## config.mk

```make
export PLATFORM = sky130hd
export DESIGN_NAME = ebi_ctrl
export DESIGN_NICKNAME = d
export VERILOG_FILES = /design/src/rtl/ebi_pkg.sv /design/src/rtl/ebi_sync.sv /design/src/rtl/ebi_strobe.sv /design/src/rtl/ebi_csdec.sv /design/src/rtl/ebi_ctrl.sv
export SDC_FILE = /design/constraint.sdc
export NUM_CORES = 1
export LEC_CHECK = 0
export BUFFER_PORTS_ARGS = -buffer_cell sky130_fd_sc_hd__buf_2
export CAP_MARGIN = 20
export CORE_UTILIZATION = 47
export DETAILED_ROUTE_END_ITERATION = 16
export PLACE_DENSITY = 0.85
export SETUP_SLACK_MARGIN = 0.1
export SLEW_MARGIN = 5
export SYNTH_ARGS = -nofsm -noshare
export SYNTH_HDL_FRONTEND = slang
export SYNTH_SLANG_ARGS = --single-unit
```

## constraint.sdc

```tcl
create_clock -name clk -period 1.71 [get_ports clk]
set_input_delay 0.0855 -clock clk [delete_from_list [all_inputs] [get_ports clk]]
set_output_delay 0.0855 -clock clk [all_outputs]
set_load 0.02 [all_outputs]
```

## src/rtl/ebi_pkg.sv

```systemverilog
package ebi_pkg;

    typedef enum logic [1:0] {
        ST_IDLE = 2'd0,
        ST_ADDR = 2'd1,
        ST_STRB = 2'd2,
        ST_HOLD = 2'd3
    } ebi_state_e;

    typedef struct packed {
        logic ale;
        logic rd_n;
        logic wr_lo_n;
        logic wr_hi_n;
    } ebi_ctl_t;

    localparam ebi_ctl_t CTL_QUIET = '{ale: 1'b0, rd_n: 1'b1, wr_lo_n: 1'b1, wr_hi_n: 1'b1};

    // an 8-bit bus cannot use per-lane strobes
    function automatic logic use_single(input logic byte_bus, input logic single_sel);
        return single_sel | byte_bus;
    endfunction

    function automatic logic odd_lane(input logic byte_bus, input logic addr0,
                                      input logic [1:0] be);
        return byte_bus ? addr0 : be[1];
    endfunction

endpackage

```

## src/rtl/ebi_sync.sv

```systemverilog
module ebi_sync #(
    parameter int   STAGES  = 2,
    parameter logic RST_VAL = 1'b1
) (
    input  logic clk,
    input  logic rst,
    input  logic d,
    output logic q
);
    logic [STAGES-1:0] chain;

    always_ff @(posedge clk) begin
        if (rst) chain <= {STAGES{RST_VAL}};
        else     chain <= {chain[STAGES-2:0], d};
    end

    assign q = chain[STAGES-1];
endmodule

```

## src/rtl/ebi_strobe.sv

```systemverilog
module ebi_strobe
    import ebi_pkg::*;
(
    input  ebi_state_e state,
    input  logic       we,
    input  logic [1:0] be,
    input  logic       addr0,
    input  logic       byte_bus,
    input  logic       single_sel,
    output ebi_ctl_t   ctl
);
    logic single;
    logic odd;

    always_comb begin
        single = use_single(byte_bus, single_sel);
        odd    = odd_lane(byte_bus, addr0, be);
        ctl    = CTL_QUIET;
        case (state)
            ST_ADDR: begin
                ctl.ale = 1'b1;
                if (single) ctl.wr_hi_n = ~odd;
            end
            ST_STRB: begin
                if (single) begin
                    ctl.wr_hi_n = ~odd;
                    if (we) ctl.wr_lo_n = 1'b0;
                end else if (we) begin
                    ctl.wr_lo_n = ~be[0];
                    ctl.wr_hi_n = ~be[1];
                end
                if (!we) ctl.rd_n = 1'b0;
            end
            default: ctl = CTL_QUIET;
        endcase
    end
endmodule

```

## src/rtl/ebi_csdec.sv

```systemverilog
module ebi_csdec #(
    parameter int CS_N = 4,
    localparam int CS_W = $clog2(CS_N)
) (
    input  logic            active,
    input  logic [CS_W-1:0] sel,
    output logic [CS_N-1:0] cs_n
);
    for (genvar i = 0; i < CS_N; i++) begin : g_cs
        assign cs_n[i] = ~(active && (sel == CS_W'(i)));
    end
endmodule

```

## src/rtl/ebi_ctrl.sv

```systemverilog
module ebi_ctrl
    import ebi_pkg::*;
#(
    parameter int ADDR_W      = 24,
    parameter int LANE_W      = 8,
    parameter int CS_N        = 4,
    parameter int SYNC_STAGES = 2
) (
    input  logic                clk,
    input  logic                rst,
    input  logic                cfg_byte_bus,
    input  logic                cfg_mux,
    input  logic                cfg_single_wr,
    input  logic                req_valid,
    output logic                req_ready,
    input  logic [ADDR_W-1:0]   req_addr,
    input  logic [2*LANE_W-1:0] req_wdata,
    input  logic [1:0]          req_be,
    input  logic                req_we,
    output logic                rsp_valid,
    output logic [2*LANE_W-1:0] rsp_rdata,
    output logic [ADDR_W-1:0]   bus_addr,
    output logic                bus_addr_oe,
    output logic [2*LANE_W-1:0] bus_dout,
    output logic [1:0]          bus_dout_oe,
    input  logic [2*LANE_W-1:0] bus_din,
    output logic                bus_ale,
    output logic [CS_N-1:0]     bus_cs_n,
    output logic                bus_rd_n,
    output logic                bus_wr_lo_n,
    output logic                bus_wr_hi_n,
    output logic                bus_ctl_oe,
    input  logic                bus_rdy_n,
    input  logic                bus_hold_n,
    output logic                bus_hlda_n
);
    localparam int DATA_W = 2 * LANE_W;
    localparam int CS_W   = $clog2(CS_N);

    ebi_state_e          state;
    logic [ADDR_W-1:0]   addr_q;
    logic [DATA_W-1:0]   wdata_q;
    logic [1:0]          be_q;
    logic                we_q;
    logic                rdy_s;
    logic                hold_s;
    ebi_ctl_t            ctl;
    logic [1:0]          lanes_on;

    ebi_sync #(.STAGES(SYNC_STAGES), .RST_VAL(1'b1)) u_rdy_sync (
        .clk(clk), .rst(rst), .d(bus_rdy_n), .q(rdy_s));

    ebi_sync #(.STAGES(SYNC_STAGES), .RST_VAL(1'b1)) u_hold_sync (
        .clk(clk), .rst(rst), .d(bus_hold_n), .q(hold_s));

    assign req_ready = (state == ST_IDLE) && hold_s;

    always_ff @(posedge clk) begin
        if (rst) begin
            state     <= ST_IDLE;
            addr_q    <= '0;
            wdata_q   <= '0;
            be_q      <= '0;
            we_q      <= 1'b0;
            rsp_valid <= 1'b0;
            rsp_rdata <= '0;
        end else begin
            rsp_valid <= 1'b0;
            case (state)
                ST_IDLE: begin
                    if (!hold_s) begin
                        state <= ST_HOLD;
                    end else if (req_valid) begin
                        addr_q  <= req_addr;
                        wdata_q <= req_wdata;
                        be_q    <= req_be;
                        we_q    <= req_we;
                        state   <= ST_ADDR;
                    end
                end
                ST_ADDR: state <= ST_STRB;
                ST_STRB: begin
                    if (rdy_s) begin
                        rsp_valid <= 1'b1;
                        if (!we_q)
                            rsp_rdata <= cfg_byte_bus ?
                                {{LANE_W{1'b0}}, bus_din[LANE_W-1:0]} : bus_din;
                        state <= ST_IDLE;
                    end
                end
                default: if (hold_s) state <= ST_IDLE;
            endcase
        end
    end

    ebi_strobe u_strobe (
        .state(state), .we(we_q), .be(be_q), .addr0(addr_q[0]),
        .byte_bus(cfg_byte_bus), .single_sel(cfg_single_wr), .ctl(ctl));

    ebi_csdec #(.CS_N(CS_N)) u_csdec (
        .active((state == ST_ADDR) || (state == ST_STRB)),
        .sel(addr_q[ADDR_W-1 -: CS_W]),
        .cs_n(bus_cs_n));

    assign lanes_on = {~cfg_byte_bus, 1'b1};

    always_comb begin
        bus_dout    = '0;
        bus_dout_oe = 2'b00;
        if (state == ST_ADDR && cfg_mux) begin
            bus_dout    = addr_q[DATA_W-1:0];
            bus_dout_oe = lanes_on;
        end else if (state == ST_STRB && we_q) begin
            bus_dout    = wdata_q;
            bus_dout_oe = lanes_on;
        end
    end

    assign bus_addr    = {~addr_q[ADDR_W-1], addr_q[ADDR_W-2:0]};
    assign bus_addr_oe = (state != ST_HOLD);
    assign bus_ctl_oe  = (state != ST_HOLD);
    assign bus_hlda_n  = (state != ST_HOLD);
    assign bus_ale     = ctl.ale;
    assign bus_rd_n    = ctl.rd_n;
    assign bus_wr_lo_n = ctl.wr_lo_n;
    assign bus_wr_hi_n = ctl.wr_hi_n;

    // address phase lasts one cycle and leads into the strobe phase
    p_ale_single_r2: assert property (@(posedge clk) disable iff (rst)
        bus_ale |=> !bus_ale);
    p_ale_to_strobe_r2: assert property (@(posedge clk) disable iff (rst)
        bus_ale |=> (state == ST_STRB));
    p_rsp_after_strobe_r2: assert property (@(posedge clk) disable iff (rst)
        rsp_valid |-> $past(state == ST_STRB));
    // at most one chip select, none when idle
    p_cs_onehot_r3: assert property (@(posedge clk) disable iff (rst)
        $onehot0(~bus_cs_n));
    p_cs_idle_r3: assert property (@(posedge clk) disable iff (rst)
        (state == ST_IDLE) |-> (&bus_cs_n));
    // on an 8-bit bus the high strobe only appears as an odd-byte enable
    p_byte_bhe_r9: assert property (@(posedge clk) disable iff (rst)
        (cfg_byte_bus && !bus_wr_hi_n) |-> bus_addr[0]);
    // read and write strobes never overlap
    p_rd_wr_excl_r10: assert property (@(posedge clk) disable iff (rst)
        !(!bus_rd_n && !bus_wr_lo_n));
    // waiting keeps the strobe phase and the address
    p_wait_hold_r11: assert property (@(posedge clk) disable iff (rst)
        (state == ST_STRB && !rdy_s) |=> (state == ST_STRB && $stable(bus_addr)));
    // acknowledge only from idle, and everything floats while held
    p_hold_from_idle_r12: assert property (@(posedge clk) disable iff (rst)
        $fell(bus_hlda_n) |-> $past(state == ST_IDLE));
    p_hold_float_r12: assert property (@(posedge clk) disable iff (rst)
        !bus_hlda_n |-> (!bus_ctl_oe && !bus_addr_oe && bus_dout_oe == 2'b00));
endmodule

```

==> run_results.csv, run 1 <==
group,metric,value,unit
timing,layout_min_cycle_time,1.766,ns
clocking,cts_buffers,9,
cells_and_area,area_growth,52.10,%
clocking,clock-sinks,66,
worst_setup_path,cp-start-kind,"flip-flop",
global_route,grt_max_degree,44,
global_route,overflow,0,
synth,synth_async_sr_flop_share,0,%
power,vdd_drop_max,717.0,µV
cells_and_area,multiInputGateArea,1403,µm²
clocking,cts_root_buffer,"clkbuf_8",
synth,synthTopCellsByCount,"116 x nand2_1, 66 x dfxtp_1, 61 x a21oi_1",
drt,ant_nets,0,
timing,drv_slew,0,
worst_setup_path,worstPathArrival,1.68,ns
worst_setup_path,critPathKind,"flip-flop to output port",
die,core_area,6026,µm²
cells_and_area,fill_cells,418,
synth,synth_edf_count,0,
timing,fin_crit_sh,103.3,%
timing,max_slew_margin,69.67,%
cells_and_area,drive_above_1_share,37.03,%
status,violations,"negative hold slack, negative setup slack",
drt,vias,3202,
power,power.total,4.509,mW
global_route,grt_pass1_wl,13.86,mm
place,gp_congestion,0.9877,
synth,ys_seq_area_share,44.26,%
synth,ys_ff_latch,66,
hold_path,min_from,"req_wdata[2]",
synth,syn_area,2985,µm²
synth,synth.most_common_cell,"nand2_1",
worst_setup_path,reg2reg_to,"state[1]",
power,power_density,993.1,nW/µm²
cells_and_area,final_nets,601,
global_route,grtUsageTotal,28.24,%
worst_setup_path,crit_fanout,8,
worst_setup_path,rr_startpoint,"state[1]",
cells_and_area,fin_cells,607,
timing,finalHoldViolations,1,
synth,synthCells,360,
synth,ys_warn_count,0,
status,status,"complete, but fails checks",
clocking,cts_tree,"built",
place,portBuffers,137,
synth,yosys.area.top_type,"dfxtp_1",
hold_path,hp-class,"primary input to flip-flop",
drt,wl_per_cell,16.20,µm
power,p_leak,2.030,nW
clocking,htreeDepth,3,
clocking,clock_latency,0.34,ns
die,dieArea,6675,µm²
die,io_pins,138,
worst_setup_path,end_kind,"output port",
global_route,grt_pass1_vias,2965,
synth,synth_ff_type,"dfxtp_1",
synth,synth_cell_types,32,
timing,setup_viol,11,
die,die_x,81.70,µm
cells_and_area,ff_latch_area,1326,µm²
drt,drcViolationCount,0,
synth,syn_area_per_cell,8.293,µm²
drt,drtPass1Iterations,4,
die,fp-row-count,28,
global_route,antenna_found_initial,0,
timing,hold_slack,-0.001574,ns
synth,synth.area.top_cells,"dfxtp_1 44%, nand2_1 15%, a21oi_1 10%",
synth,synth_top_area_share,44.26,%
timing,layout_setup_ws,-0.05632,ns
worst_setup_path,r2r_cells,7,
hold_path,hold_end,"wdata_q[2]",
worst_setup_path,r2r_setup_slack,-0.01,ns
drt,viasPerCell,5.275,
timing,rsz0062_at_grt,"yes",
cells_and_area,n_antenna_cell,0,
place,dp_cells,531,
worst_setup_path,worstPathRequired,1.62,ns
drt,wl,9.832,mm
timing,finalClockSkew,0.009238,ns
die,die_h,81.70,µm
drt,initialDrtViolationCount,184,
clocking,path_clk_slew,0.07,ns
die,start_util,49.54,%
timing,maxClockFrequency,0.5661,GHz
timing,tightest_slew,0.4493,ns
clocking,clockBufferDepth,2,
hold_path,whs_path_depth,3,
place,hpwl,5.265,mm
synth,synth.net_count,433,
flow_run,maxCapViolations,0,
logic make-up (layout without fill, tap and decap cells):
kind of cell	Yosys count	count (layout)	share of synthesized area [%]
AND/OR/NAND/NOR	151	152	23.85
AO/OA/AOI/OAI	83	83	16.39
flip-flops	66	66	44.26
buffers and inverters	53	224	12.62
adder cells (fa/ha/maj)	6	6	2.515
multiplexers	1	1	0.3772
what timing repair did:
action                     in CTS  in global routing
pin swaps                       8                 18
gates cloned                    1                  1
setup endpoints to repair      27                 53
hold buffers                   50                  0
buffers inserted                6                  3
hold endpoints to repair       50                  0
resized for setup              31                 39
worst max-delay path by stage:
stage                     slack, ns  depth (start not counted)      from      endpoint
final                         -0.06                          6  state[1]   bus_dout[1]
after global routing          -0.12                          4      we_q   bus_dout[4]
after CTS                      0.01                          6  state[1]  bus_dout[12]
after detailed placement       0.01                          5  state[0]      state[1]
after global placement         0.14                          6  state[1]   bus_dout[0]
after floorplan                0.17                          6  state[0]      state[1]
report_power, final:
group / internal [mW] / switching [mW] / total [mW]
sequential: 1.68 / 0.111 / 1.79
clock: 0.784 / 0.574 / 1.36
combinational: 0.589 / 0.771 / 1.36
total: 3.05 / 1.46 / 4.51
cell type report:
class                      count  area share (%)
clock buffer                  13           3.720
clock inverter                 2          0.7716
inverter                       4          0.4409
multi-input combinational    242           30.89
sequential                    66           29.21
tap                           75           2.067
timing repair buffer         205           32.90
stage by stage:
step	cell area, µm²	TNS (ns)	hold WS [ns]	util, %	setup slack (ns)
floorplan	2985	0	0.1893	-	0.1652
global placement	3488	0	0.2673	57.89	0.1412
detailed placement	3488	0	0.2700	57.89	0.01125
CTS	4354	0	0.001145	72.26	0.01324
global route	4541	-1.156	0.004863	75.35	-0.1170
finish	4541	-0.2758	-0.001574	75.35	-0.05632
layer usage:
layer	up-vias	share of wire [%]	track usage (%)
li1	1503	-	-
met1	1505	36	29.79
met2	147	53	51.00
met3	47	5.7	6.444
met4	0	4.6	16.67
met5	-	0	0
state kept, by name, indices dropped and copies added, names as in the netlist, 2 cells and up:
signal,cells
be_q,2
state,2
addr_q,24
wdata_q,16
u_hold_sync.chain,2
u_rdy_sync.chain,2
rsp_rdata,16
cells in the final DEF, fill, tap and decap left out, types with 8 or more instances in the layout:
cell type	synthesis	routed
clkbuf_8	0	12
a22o_1	16	16
nand2_1	116	115
buf_4	26	12
buf_2	7	120
dlygate4sd3_1	0	50
dfxtp_1	66	64
nand3b_1	8	8
a21oi_1	61	60
buf_6	8	18
critical path, cell delays in order (launching register included):
cell and delay [ns]:
dfxtp_2 0.36, buf_6 0.11, ha_4 0.18, nand2_8 0.08
nor2_4 0.27, a22o_1 0.21, buf_6 0.13
No activity file was read; power rests on OpenSTA's default activity.
==> run 2, diff against run 1 <==
- CORE_ASPECT_RATIO: not set -> 1.5
- HOLD_SLACK_MARGIN: not set -> 0.12
==> run 2 against run 1 <==
Against the previous run: the flow now finishes without violations; critical path depth is the same; clock-buffer cell count fell by 3; wire length is 1.3% higher; clock skew fell by 0.00072 ns; sequential power hardly changed; utilization about the same; sequential share of layout area is 0.46 points lower; clock power barely moved; non-clock buffer count up 12; first-iteration DRC count is 20% lower.
==> run_results.csv, run 2 (synthesis results as in run 1) <==
group,metric,value,unit
drt,wl,9.956,mm
worst_setup_path,slowest_delay,0.37,ns
global_route,grt_pass1_wl,14.28,mm
die,die_h,99.61,µm
cells_and_area,fill_cells,407,
worst_setup_path,worstPathRequired,1.62,ns
flow_run,maxCapViolations,0,
worst_setup_path,slowest_stage,"dfxtp_4",
drt,drcViolationCount,0,
cells_and_area,layout_common_cells,"123 x buf_2, 115 x nand2_1, 64 x dfxtp_1",
hold_path,hold_end,"addr_q[16]",
worst_setup_path,path_buf_inv,2,
cells_and_area,n_antenna_cell,0,
timing,finalClockSkew,0.008518,ns
drt,viasPerCell,5.220,
worst_setup_path,cp-start-kind,"flip-flop",
global_route,antenna_found_initial,0,
worst_setup_path,r2r_cells,6,
worst_setup_path,rr_startpoint,"state[1]",
status,status,"finished, final reports clean",
worst_setup_path,critPathKind,"flip-flop to output port",
clocking,path_clk_slew,0.08,ns
timing,maxClockFrequency,0.5860,GHz
place,hpwl,5.382,mm
place,portBuffers,137,
worst_setup_path,r2r_setup_slack,0.12,ns
clocking,cts_root_buffer,"clkbuf_8",
drt,vias,3231,
worst_setup_path,end_kind,"output port",
worst_setup_path,crit_path_start,"state[1]",
clocking,clock-sinks,66,
drt,initialDrtViolationCount,147,
cells_and_area,final_common_cell,"buf_2",
global_route,grt_max_degree,33,
hold_path,hp-class,"primary input to flip-flop",
die,fp-row-count,35,
die,core_area,6131,µm²
power,p_leak,2.071,nW
clocking,htreeDepth,3,
die,start_util,48.69,%
timing,drv_slew,0,
worst_setup_path,cpLargestDelayFamily,"simple AND/OR/NAND/NOR gates",
cells_and_area,final_nets,613,
power,power_density,972.9,nW/µm²
cells_and_area,drive_above_1_share,36.88,%
die,dieArea,6681,µm²
drt,ant_nets,0,
clocking,cts_buffers,9,
die,die_x,67.08,µm
power,vdd_drop_max,705.8,µV
place,place_area,3490,µm²
clocking,clock_latency,0.33,ns
timing,max_slew_margin,74.87,%
worst_setup_path,reg2reg_to,"state[1]",
global_route,grt_pass1_vias,3154,
cells_and_area,regMostFlops,"addr_q",
place,dp_cells,533,
clocking,cts_tree,"built",
die,io_pins,138,
hold_path,whs_path_depth,2,
cells_and_area,largest_reg_flops,24,
timing,tightest_slew,0.3764,ns
hold_path,min_from,"rst",
cells_and_area,fin_cells,619,
place,gp_congestion,0.8620,
timing,layout_min_cycle_time,1.707,ns
cells_and_area,final_cell_area,4622,µm²
timing,finalHoldViolations,0,
drt,wl_per_cell,16.08,µm
cells_and_area,area_growth,54.82,%
worst_setup_path,critical_path.cell_chain,"inv_4, ha_4, and2_4, nor2_4, a22o_1, buf_6",
worst_setup_path,worstPathArrival,1.62,ns
clocking,clockBufferDepth,2,
cells_and_area,reg_top3,"addr_q (24), rsp_rdata (16), wdata_q (16)",
timing,setup_viol,0,
worst_setup_path,crit_fanout,8,
global_route,grtUsageTotal,28.31,%
drt,drtPass1Iterations,5,
timing,rsz0062_at_grt,"yes",
global_route,overflow,0,
timing,fin_crit_sh,99.80,%
## run 2: worst max path at each step
stage	slack, ns	cells after the start	end
after global placement	0.18	6	bus_dout[8]
after detailed placement	0.09	5	state[1]
final	0.003	6	bus_dout[11]
after floorplan	0.17	6	state[1]
after global routing	-0.07	6	bus_dout[4]
after CTS	0.01	6	bus_dout[13]
## run 2: repair_timing
| item | 4_1_cts | 5_1_grt |
|---|---|---|
| hold endpoints to repair | 61 | 0 |
| cloned | 1 | 0 |
| setup endpoints to repair | 26 | 52 |
| resized for setup | 41 | 28 |
| hold buffers | 61 | 0 |
| pin swaps | 9 | 11 |
| setup buffers | 5 | 3 |
## run 2: final cells by class
| type | instances | area, µm² | area share (%) |
|---|---|---|---|
| repair buffers | 217 | 1554 | 33.62 |
| multi-input cells | 242 | 1424 | 30.81 |
| flip-flops and latches | 66 | 1329 | 28.75 |
| clock inverters | 6 | 65.06 | 1.408 |
| inverters | 4 | 20.02 | 0.4331 |
| well taps | 74 | 92.59 | 2.003 |
| clock buffers | 10 | 137.6 | 2.978 |
## run 2: stage by stage
| stage | utilization [%] | TNS [ns] | power [mW] | hold slack (ns) | worst slack (ns) |
|---|---|---|---|---|---|
| 2_1_floorplan | - | 0 | 2.584 | 0.1893 | 0.1652 |
| 3_3_place_gp | 56.92 | 0 | 2.795 | 0.2701 | 0.1790 |
| 3_5_place_dp | 56.92 | 0 | 2.820 | 0.2766 | 0.09122 |
| 4_1_cts | 73.20 | 0 | 4.372 | 0.1285 | 0.009626 |
| 5_1_grt | 75.39 | -0.4518 | 4.701 | 0.1467 | -0.07123 |
| 6_report | 75.39 | 0 | 4.497 | 0.1463 | 0.003498 |
## run 2: report_power, final
group	total [mW]	switching, mW	internal (mW)
clock network	1.34	0.626	0.716
logic	1.36	0.759	0.597
registers	1.80	0.118	1.68
## run 2: layer usage
layer / up-vias / track usage, % / wire, µm
li1: 1528 / - / -
met1: 1525 / 27.43 / 3462
met2: 152 / 53.46 / 5552
met3: 26 / 6.766 / 589
met4: 0 / 13.09 / 351
met5: - / 0 / 0
